### config.mk
export PLATFORM = sky130hd
export DESIGN_NAME = dspi_fetch
export DESIGN_NICKNAME = d
export VERILOG_FILES = /design/src/rtl/dspi_pkg.sv /design/src/rtl/dspi_seq_det.sv /design/src/rtl/dspi_shift.sv /design/src/rtl/dspi_fetch.sv
export SDC_FILE = /design/constraint.sdc
export NUM_CORES = 1
export LEC_CHECK = 0
export BUFFER_PORTS_ARGS = -buffer_cell sky130_fd_sc_hd__buf_2
export CAP_MARGIN = 25
export CORE_ASPECT_RATIO = 0.8
export CORE_MARGIN = 3
export CORE_UTILIZATION = 55
export DETAILED_ROUTE_END_ITERATION = 16
export PLACE_DENSITY = 0.8
export SKIP_LAST_GASP = 1
export SYNTH_ARGS = -nofsm -noshare
export SYNTH_HDL_FRONTEND = slang
export SYNTH_SLANG_ARGS = --single-unit
### constraint.sdc
create_clock -name clk -period 7.2 [get_ports clk]
set_input_delay 1.44 -clock clk [delete_from_list [all_inputs] [get_ports clk]]
set_output_delay 1.44 -clock clk [all_outputs]
set_load 0.03 [all_outputs]
### src/rtl/dspi_pkg.sv
package dspi_pkg;
   localparam int OP_W     = 8;
   localparam int FLASH_AW = 24;
   localparam int BYTE_W   = 8;
   localparam int LANES    = 2;

   typedef enum logic [2:0] {
      ST_IDLE,
      ST_GAP,
      ST_CMD,
      ST_DUMMY,
      ST_DATA,
      ST_OPEN
   } fetch_st_e;
endpackage

### src/rtl/dspi_seq_det.sv
module dspi_seq_det #(
   parameter int AW = 17
) (
   input  logic          clk,
   input  logic          rst_n,
   input  logic          capture,
   input  logic [AW-1:0] cap_addr,
   input  logic [AW-1:0] req_addr,
   output logic          seq_hit
);
   logic [AW-1:0] last_q;
   logic [AW:0]   next_w;

   // carry bit kept so the top address does not wrap onto zero
   assign next_w  = {1'b0, last_q} + (AW+1)'(1);
   assign seq_hit = (next_w == {1'b0, req_addr});

   always_ff @(posedge clk or negedge rst_n) begin
      if (!rst_n)       last_q <= '0;
      else if (capture) last_q <= cap_addr;
   end

   // r9: a top-of-range address never matches a zero request
   a_r9_no_wrap: assert property (@(posedge clk) disable iff (!rst_n)
      (last_q == {AW{1'b1}}) |-> !(seq_hit && req_addr == '0));
endmodule

### src/rtl/dspi_shift.sv
module dspi_shift #(
   parameter int AW  = 17,
   parameter int FAW = 24,
   parameter int OPW = 8,
   parameter int BW  = 8
) (
   input  logic          clk,
   input  logic          rst_n,
   input  logic          load,
   input  logic [OPW-1:0] opcode,
   input  logic [AW-1:0] addr,
   input  logic          shift_en,
   input  logic          samp_en,
   input  logic          io0_i,
   input  logic          io1_i,
   output logic          tx_bit,
   output logic [BW-1:0] rx_byte
);
   localparam int HW = OPW + FAW;

   logic [HW-1:0]  hdr_q;
   logic [FAW-1:0] faddr;

   generate
      if (AW > FAW) begin : g_bad_width
         $error("dspi_shift: AW wider than flash address");
      end else if (AW == FAW) begin : g_direct
         assign faddr = addr;
      end else begin : g_pad
         assign faddr = {{(FAW-AW){1'b0}}, addr};
      end
   endgenerate

   always_ff @(posedge clk or negedge rst_n) begin
      if (!rst_n)        hdr_q <= '0;
      else if (load)     hdr_q <= {opcode, faddr};
      else if (shift_en) hdr_q <= {hdr_q[HW-2:0], 1'b0};
   end

   // primary line holds the higher bit of each pair
   always_ff @(posedge clk or negedge rst_n) begin
      if (!rst_n)       rx_byte <= '0;
      else if (samp_en) rx_byte <= {rx_byte[BW-3:0], io0_i, io1_i};
   end

   assign tx_bit = hdr_q[HW-1];
endmodule

### src/rtl/dspi_fetch.sv
module dspi_fetch
   import dspi_pkg::*;
#(
   parameter int ADDR_W     = 17,
   parameter int DUMMY_CLKS = 8,
   parameter int GAP_CYC    = 2
) (
   input  logic              clk,
   input  logic              rst_n,
   input  logic [OP_W-1:0]   opcode,
   input  logic [ADDR_W-1:0] cpu_addr,
   input  logic              cpu_rd,
   output logic [BYTE_W-1:0] cpu_data,
   output logic              cpu_rdy,
   output logic              cs_n,
   output logic              sck,
   output logic              io0_o,
   output logic              io0_oe,
   input  logic              io0_i,
   input  logic              io1_i
);
   localparam int HDR_BITS = OP_W + FLASH_AW;
   localparam int PAIRS    = BYTE_W / LANES;
   localparam int MAXC     = (HDR_BITS > DUMMY_CLKS) ? HDR_BITS : DUMMY_CLKS;
   localparam int CNT_W    = $clog2(MAXC + 1);
   localparam int GAP_W    = $clog2(GAP_CYC + 1);

   generate
      if (ADDR_W < 1 || ADDR_W > FLASH_AW) begin : g_chk_aw
         $error("dspi_fetch: ADDR_W out of range");
      end
      if (DUMMY_CLKS < 1) begin : g_chk_dummy
         $error("dspi_fetch: DUMMY_CLKS must be positive");
      end
      if (GAP_CYC < 1) begin : g_chk_gap
         $error("dspi_fetch: GAP_CYC must be positive");
      end
   endgenerate

   fetch_st_e         st;
   logic              ph;
   logic [CNT_W-1:0]  cnt;
   logic [GAP_W-1:0]  gcnt;
   logic [ADDR_W-1:0] pend;
   logic              seq_hit;
   logic              start_new;
   logic              seq_go;
   logic [ADDR_W-1:0] start_addr;
   logic              shift_en;
   logic              samp_en;
   logic [BYTE_W-1:0] rx_byte;
   logic              tx_bit;

   assign start_new  = (st == ST_IDLE && cpu_rd) || (st == ST_GAP && gcnt == '0);
   assign seq_go     = (st == ST_OPEN) && cpu_rd && seq_hit;
   assign start_addr = (st == ST_GAP) ? pend : cpu_addr;
   assign shift_en   = (st == ST_CMD) && ph;
   assign samp_en    = (st == ST_DATA) && !ph;

   dspi_seq_det #(.AW(ADDR_W)) u_seq (
      .clk      (clk),
      .rst_n    (rst_n),
      .capture  (start_new || seq_go),
      .cap_addr (start_addr),
      .req_addr (cpu_addr),
      .seq_hit  (seq_hit)
   );

   dspi_shift #(.AW(ADDR_W), .FAW(FLASH_AW), .OPW(OP_W), .BW(BYTE_W)) u_sh (
      .clk      (clk),
      .rst_n    (rst_n),
      .load     (start_new),
      .opcode   (opcode),
      .addr     (start_addr),
      .shift_en (shift_en),
      .samp_en  (samp_en),
      .io0_i    (io0_i),
      .io1_i    (io1_i),
      .tx_bit   (tx_bit),
      .rx_byte  (rx_byte)
   );

   always_ff @(posedge clk or negedge rst_n) begin
      if (!rst_n) begin
         st       <= ST_IDLE;
         ph       <= 1'b0;
         cnt      <= '0;
         gcnt     <= '0;
         pend     <= '0;
         sck      <= 1'b0;
         cs_n     <= 1'b1;
         cpu_rdy  <= 1'b0;
         cpu_data <= '0;
      end else begin
         cpu_rdy <= 1'b0;
         if (start_new) begin
            st   <= ST_CMD;
            cs_n <= 1'b0;
            ph   <= 1'b0;
            cnt  <= CNT_W'(HDR_BITS);
         end else begin
            unique case (st)
               ST_IDLE: ;
               ST_OPEN: begin
                  if (cpu_rd) begin
                     pend <= cpu_addr;
                     if (seq_hit) begin
                        st  <= ST_DATA;
                        ph  <= 1'b0;
                        cnt <= CNT_W'(PAIRS);
                     end else begin
                        st   <= ST_GAP;
                        cs_n <= 1'b1;
                        gcnt <= GAP_W'(GAP_CYC - 1);
                     end
                  end
               end
               ST_GAP: gcnt <= gcnt - 1'b1;
               default: begin
                  if (!ph) begin
                     sck <= 1'b1;
                     ph  <= 1'b1;
                  end else begin
                     sck <= 1'b0;
                     ph  <= 1'b0;
                     if (cnt == CNT_W'(1)) begin
                        if (st == ST_CMD) begin
                           st  <= ST_DUMMY;
                           cnt <= CNT_W'(DUMMY_CLKS);
                        end else if (st == ST_DUMMY) begin
                           st  <= ST_DATA;
                           cnt <= CNT_W'(PAIRS);
                        end else begin
                           st       <= ST_OPEN;
                           cpu_rdy  <= 1'b1;
                           cpu_data <= rx_byte;
                        end
                     end else begin
                        cnt <= cnt - 1'b1;
                     end
                  end
               end
            endcase
         end
      end
   end

   assign io0_o  = tx_bit;
   assign io0_oe = (st == ST_CMD);

   a_r1_idle_cs: assert property (@(posedge clk) disable iff (!rst_n)
      (st == ST_IDLE) |-> (cs_n && !sck && !io0_oe));
   a_r3_released: assert property (@(posedge clk) disable iff (!rst_n)
      (st == ST_DUMMY || st == ST_DATA) |-> !io0_oe);
   a_r5_rdy_pulse: assert property (@(posedge clk) disable iff (!rst_n)
      cpu_rdy |=> !cpu_rdy);
   a_r6_seq_keeps_cs: assert property (@(posedge clk) disable iff (!rst_n)
      seq_go |=> (st == ST_DATA && !cs_n));
   a_r7_gap_min: assert property (@(posedge clk) disable iff (!rst_n)
      $rose(cs_n) |=> cs_n);
   a_r8_sck_parked: assert property (@(posedge clk) disable iff (!rst_n)
      (cs_n || st == ST_OPEN) |-> !sck);
   a_r8_out_stable: assert property (@(posedge clk) disable iff (!rst_n)
      sck |-> $stable(io0_o));
endmodule

Word-level counts from Yosys, hierarchy flattened
Cells that the tools add are included.
{"block": "totals", "reg_bits": 97, "latch_bits": 0, "ramBits": 0, "romBits": 0, "input_bits": 30, "output_inout_bits": 13, "wordCells": 97, "memories": 0}
{"block": "classes", "n_addsub": 3, "multipliers": 0, "div": 0, "n_lt_le_gt_ge": 0, "eq_ne": 14, "shifts": 0, "n_mux": 37, "bitwise_logic": 4, "reduce_logical": 27}
{"cell": "$mux W32", "n": 2}
{"cell": "$mux W6", "n": 7}
{"cell": "$add A17 B1 Y18 const B", "n": 1}
{"cell": "$eq A18 B17 Y1", "n": 1}
{"cell": "$mux W3", "n": 6}
{"cell": "$mux W17", "n": 1}
{"cell": "$mux W1", "n": 15}
{"cell": "$pmux W6 S2", "n": 1}
{"cell": "$reduce_and A3 Y1", "n": 3}
{"cell": "$reduce_and A4 Y1", "n": 2}
{"cell": "$reduce_bool A2 Y1", "n": 4}
{"cell": "$eq A3 B2 Y1 const B", "n": 2}
{"cell": "$eq A3 B3 Y1 const B", "n": 2}
{"cell": "$eq A6 B1 Y1 const B", "n": 1}
{"cell": "$logic_and A1 B1 Y1", "n": 6}
{"cell": "$ne A3 B3 Y1 const B", "n": 2}
{"cell": "$pmux W3 S2", "n": 1}
{"cell": "$reduce_and A6 Y1", "n": 1}
{"cell": "$reduce_bool A3 Y1", "n": 2}
{"cell": "$sub A6 B1 Y6 const B", "n": 1}
{"cell": "$ne A5 B4 Y1 const B", "n": 1}
{"cell": "$reduce_and A5 Y1", "n": 1}
{"cell": "$mux W2", "n": 2}
{"cell": "$ne A2 B1 Y1 const B", "n": 2}
{"cell": "other kinds (13)", "n": 18}

Depth between registers and ports, before layout
{"block": "depth", "word_depth": 7, "ltp_mapped": 12, "mapped_depth_nobuf": 10}

Cells and area by module
From an unflattened synthesis, not the netlist that was laid out.
{"block": "hier_totals", "hier_cells": 452, "hier_area_um2": 5069.9}
{"mod": "dspi_fetch", "instances": 1, "cells_per_inst": 184, "area_per_inst_um2": 2097.0}
{"mod": "dspi_shift", "instances": 1, "cells_per_inst": 148, "area_per_inst_um2": 1759.2}
{"mod": "dspi_seq_det", "instances": 1, "cells_per_inst": 120, "area_per_inst_um2": 1213.7}

Worst setup path after synthesis
OpenSTA, ideal clock, no wires.
{"block": "synth_path", "path_type": "input port to flip-flop", "from": "in cpu_addr[5]", "to": "reg u_seq.last_q[16]", "setup_ns": 0.131, "t_arrival_ns": 3.186, "slack_ns": 3.883, "stages": 9, "path_buffers": 1, "cell_sequence": "or3b_2 a31oi_1 o21ai_0 o41ai_1 nand2_1 nor4_2 a31oi_4 buf_6 mux2i_1"}
{"block": "synth_via", "elab_chain_len": 3}
{"item": "from (decl)", "line": "dspi_fetch.sv:11", "source": "input logic [ADDR_W-1:0] cpu_addr,"}
{"item": "$eq A18 B17 Y1", "line": "dspi_seq_det.sv:16", "source": "assign seq_hit = (next_w == {1'b0, req_addr});"}
{"item": "$logic_and A1 B1 Y1", "line": "dspi_fetch.sv:55", "source": "assign seq_go = (st == ST_OPEN) && cpu_rd && seq_hit;"}
{"item": "$logic_or A1 B1 Y1", "line": "dspi_fetch.sv:63", "source": ".capture (start_new || seq_go),"}
{"item": "to (signal assigned)", "line": "dspi_seq_det.sv:20", "source": "else if (capture) last_q <= cap_addr;"}
{"item": "to (decl)", "line": "dspi_seq_det.sv:11", "source": "logic [AW-1:0] last_q;"}
Every way passes these cells.
A chain may end at the register's enable or synchronous reset.

Final worst setup path
{"block": "layout_path", "from": "in cpu_addr[13]", "to": "reg u_seq.last_q[0]"}
Same word-level chain as after synthesis.

==> flow_summary.rst <==
.. list-table::
   :header-rows: 1

   * - Metric
     - Value
   * - Remaining antenna violation count
     - 0
   * - Post-synth top flop
     - sky130_fd_sc_hd__dfrtp_1
   * - CP Cell Sequence
     - buf_2, xnor2_1, a32oi_1, nor3_1, nor3_1, nand4_1, nor4_2, a31oi_4, mux2_2
   * - Fraction of the mapped netlist area in adder cells
     - 0.009923
   * - Post-synthesis mux area share
     - 0.1258
   * - WS Path Type
     - in -> reg
   * - Power density over the cells
     - 443.8 nW/µm²
   * - Vias
     - 3972
   * - Core region area
     - 8708 µm²
   * - XOR/XNOR share of the synthesized area
     - 0.02605
   * - Gates resized, CTS repair
     - 0
   * - Number of buffers created by CTS
     - 9
   * - H-tree level count
     - 3
   * - Largest incremental delay on the critical path
     - 0.68 ns
   * - Hold Path Depth
     - 2
   * - Die width
     - 113.1 µm
   * - Largest net degree at the start of global routing
     - 70
   * - Clk sinks
     - 97
   * - Skew final
     - 0.006839 ns
   * - Starting density of the core
     - 0.5792
   * - CTS root buf
     - sky130_fd_sc_hd__clkbuf_16
   * - Detailed Route WL
     - 11440 µm
   * - Top cells by area in the synthesized netlist
     - sky130_fd_sc_hd__dfrtp_1 48%, sky130_fd_sc_hd__mux2i_1 6.5%, sky130_fd_sc_hd__mux2_2 6.0%
   * - Share of the synthesized area in the top cell type
     - 0.4763
   * - Antenna violations before repair
     - 0
   * - RSZ-0062 raised after global routing
     - false
   * - Die Y
     - 91.65 µm
   * - Endpoint of the worst register-to-register path
     - u_seq.last_q[0]$_DFFE_PN0P_
   * - Startpoint of the worst-slack reg-to-reg timing path
     - u_seq.last_q[0]$_DFFE_PN0P_
   * - Number of cells on the worst reg-to-reg path
     - 8
   * - Io pins
     - 43
   * - Count of flip-flops with a built-in enable after synthesis
     - 0
   * - Final Total Pwr
     - 0.002508 W
   * - Number of post-CTS setup repair buffers
     - 0
   * - Worst-case headroom to the max-slew limit
     - 0.3606
   * - Setup TNS
     - 0 ns
   * - Crit Path Max Fanout
     - 17
   * - Final slew viol count
     - 0
   * - Vias in the first global route
     - 3861
   * - Longest Clk Path Bufs
     - 2
   * - Required @ worst endpoint
     - 7.43 ns
   * - Start point of the critical path
     - cpu_addr[13]
   * - Worst slack, placed
     - 3.259 ns
   * - Ratio of routed vias to standard cells
     - 6.149
   * - CTS tree
     - yes
   * - Crit path top cell by count
     - sky130_fd_sc_hd__nor3_1
   * - WL per Instance
     - 17.71 µm
   * - Worst min-delay path startpoint
     - pend[14]$_DFFE_PN0P_
   * - Worst Tran Pin Value
     - 0.9566 ns
   * - Mapped Nets
     - 530
   * - Synthesis-stage register bit count
     - 97
   * - Buffers added on ports
     - 42
   * - Number of endpoints with negative hold slack in the final report
     - 0
   * - Period utilization
     - 0.5106
   * - Relative contribution of sequential cells to total power
     - 0.413
   * - Launching element type of the critical path
     - input pin
   * - Design area
     - 5652 µm²
   * - Cts-stage hold buffer count
     - 0
   * - Seq/Total Area, Yosys
     - 0.4815
   * - Peak supply drop
     - 0.1828 mV
   * - Half-perimeter wire length after detailed placement
     - 7949 µm
   * - Outcome
     - completed
   * - Clock network power share
     - 0.203
   * - Overall routing resource usage
     - 0.2299
   * - Drc violations
     - 0
   * - Number of nets at the end of the flow
     - 563
   * - Detailed-routing iteration count for the pre-antenna-repair pass
     - 5
   * - Floorplan die area
     - 10360 µm²
   * - Dominant cell type by area after synthesis
     - sky130_fd_sc_hd__dfrtp_1
   * - Fraction of the mapped netlist area in compound gates
     - 0.1501
   * - Area share of and/or/nand/nor cells after synthesis
     - 0.1655
   * - Worst-path clk slew
     - 0.07 ns
   * - Residual overflow from global routing
     - 0
   * - Drt first-iter violations
     - 269
   * - Routability Congestion
     - 1.038
   * - Worst-path cell with the longest stage delay
     - sky130_fd_sc_hd__a31oi_4
   * - Time the worst path needs with I/O delays and setup
     - 3.676 ns
   * - Combinational family with the most area after synthesis
     - simple AND/OR/NAND/NOR gates
   * - Mapped Cells
     - 496
   * - Share of total power consumed by net switching
     - 0.4059
   * - Post-Synthesis Cell Area
     - 5044 µm²
   * - Nature of the critical path endpoint
     - flop
   * - Number of inserted diodes
     - 0
   * - Top library cells by usage in the layout, fill and taps aside
     - 96 x sky130_fd_sc_hd__dfrtp_1, 55 x sky130_fd_sc_hd__nand2_1, 41 x sky130_fd_sc_hd__buf_2
   * - Share of final-layout standard cells stronger than drive strength 1
     - 0.2228
   * - Share of the core filled with cells
     - 0.6490
   * - Highest clock frequency the design can meet
     - 0.2720 GHz
   * - Wire length of the first global-routing pass
     - 19140 µm
   * - Data arrival time of the critical path
     - 3.91 ns
   * - Count of endpoints failing setup in the final report
     - 0
   * - Standard-cell row count
     - 30
   * - Fraction of registers with async set/reset
     - 1.000
   * - Post-route setup slack
     - 3.524 ns
   * - Max-cap viol count
     - 0
   * - Insertion delay of the later-clocked pin in the worst-skew pair
     - 0.35 ns
   * - Internal power of the cells
     - 0.001490 W
   * - Commonest non-fill, non-tap cell in the layout
     - sky130_fd_sc_hd__dfrtp_1
   * - Number of distinct standard cells referenced by the synthesized netlist
     - 66
   * - Hold Crit Class
     - reg -> reg
   * - Mean area per synthesized cell
     - 10.17 µm²
   * - Number of warning messages in the yosys log
     - 0
   * - Area added between synthesis and finish
     - 12.06%
   * - Sw power
     - 0.001018 W
   * - Instance area after placement
     - 5318 µm²
   * - Hold Path Sink
     - pend[14]$_DFFE_PN0P_
   * - Combinational share of power
     - 0.384
   * - Slack of the worst reg-to-reg path
     - 3.98 ns
   * - Leakage dissipation
     - 2.561 nW
## critical path: cells and delay by family
family	cells	cell delay, ns
buf+inv	1	0.12
xor+xnor	1	0.42
simple gates	4	0.65
compound gates	2	0.85
mux	1	0.42
## Yosys cell counts, types with 3 or more instances
library cell and instances:
sky130_fd_sc_hd__o21ai_0 24, sky130_fd_sc_hd__mux2_2 27, sky130_fd_sc_hd__nor3_1 11, sky130_fd_sc_hd__nand4_1 5, sky130_fd_sc_hd__inv_1 25, sky130_fd_sc_hd__a31oi_1 5
sky130_fd_sc_hd__xnor2_1 10, sky130_fd_sc_hd__xor2_1 5, sky130_fd_sc_hd__and3_1 4, sky130_fd_sc_hd__nand3_1 8, sky130_fd_sc_hd__o22ai_1 20, sky130_fd_sc_hd__nand2b_1 3
sky130_fd_sc_hd__o221a_2 6, sky130_fd_sc_hd__buf_2 4, sky130_fd_sc_hd__dfrtp_1 96, sky130_fd_sc_hd__ha_1 4, sky130_fd_sc_hd__a2111oi_0 3, sky130_fd_sc_hd__mux2i_1 33
sky130_fd_sc_hd__nand2_1 55, sky130_fd_sc_hd__nor3_2 3, sky130_fd_sc_hd__clkbuf_1 16, sky130_fd_sc_hd__a21oi_1 30, sky130_fd_sc_hd__nor2_1 39, sky130_fd_sc_hd__and2_1 6
## routing by layer
layer / vias to the layer above / part of all wire / track usage
li1: 1851 / - / -
met1: 1931 / 0.46 / 0.3307
met2: 160 / 0.45 / 0.3457
met3: 30 / 0.059 / 0.04749
met4: 0 / 0.026 / 0.08308
met5: - / 0 / 0
## how the worst max path moves through the flow
stage                                   endpoint  slack, ns  cells after the start
CTS                  u_seq.last_q[0]$_DFFE_PN0P_       3.57                      9
global route         u_seq.last_q[0]$_DFFE_PN0P_       3.36                      9
finish               u_seq.last_q[0]$_DFFE_PN0P_       3.52                      9
detailed placement   u_seq.last_q[0]$_DFFE_PN0P_       3.26                      9
floorplan           u_seq.last_q[16]$_DFFE_PN0P_       3.88                      9
global placement    u_seq.last_q[10]$_DFFE_PN0P_       3.35                      9
## final cells by class
| cell class | instances | area (µm²) |
|---|---|---|
| fillers | 682 | 3057 |
| multi-input cells | 349 | 2412 |
| well taps | 112 | 140.1 |
| repair buffers | 47 | 257.7 |
| clock inverters | 7 | 93.84 |
| inverters | 25 | 93.84 |
| clock buffers | 9 | 225.2 |
| flip-flops and latches | 97 | 2429 |
## state kept, by name (all words and copies together) (netlist names)
signal and flops:
cpu_rdy 1, u_sh.rx_byte 8, gcnt 2, pend 17, cs_n 1, u_sh.hdr_q 32, st 3, ph 1
cnt 6, sck 1, u_seq.last_q 17, cpu_data 8
## per-stage QoR
| step | instances | hold slack (ns) |
|---|---|---|
| final | 646 | 0.4788 |
| after global routing | 646 | 0.5091 |
| after CTS | 645 | 0.4886 |
| after detailed placement | 629 | 0.4726 |
| after global placement | 629 | 0.4609 |
| after floorplan | 496 | 0.4496 |
## power groups by stage
stage                     registers, W  clock network, W  logic, W
after global placement         0.00102                 0  0.000901
after detailed placement       0.00104                 0  0.000942
after floorplan               0.000976                 0  0.000763
final                          0.00104          0.000510  0.000962
after global routing           0.00107          0.000546   0.00107
after CTS                      0.00103          0.000519  0.000955
## cell families (layout without fill, tap and decap cells)
kind of cell             Yosys count  in the layout
multiplexers                      60             60
AO/OA/AOI/OAI                    113            113
buffers and inverters             50             88
AND/OR/NAND/NOR                  157            157
adder cells (fa/ha/maj)            4              4
XOR/XNOR                          15             15
flip-flops                        97             97
(Power assumes the default switching activity.)
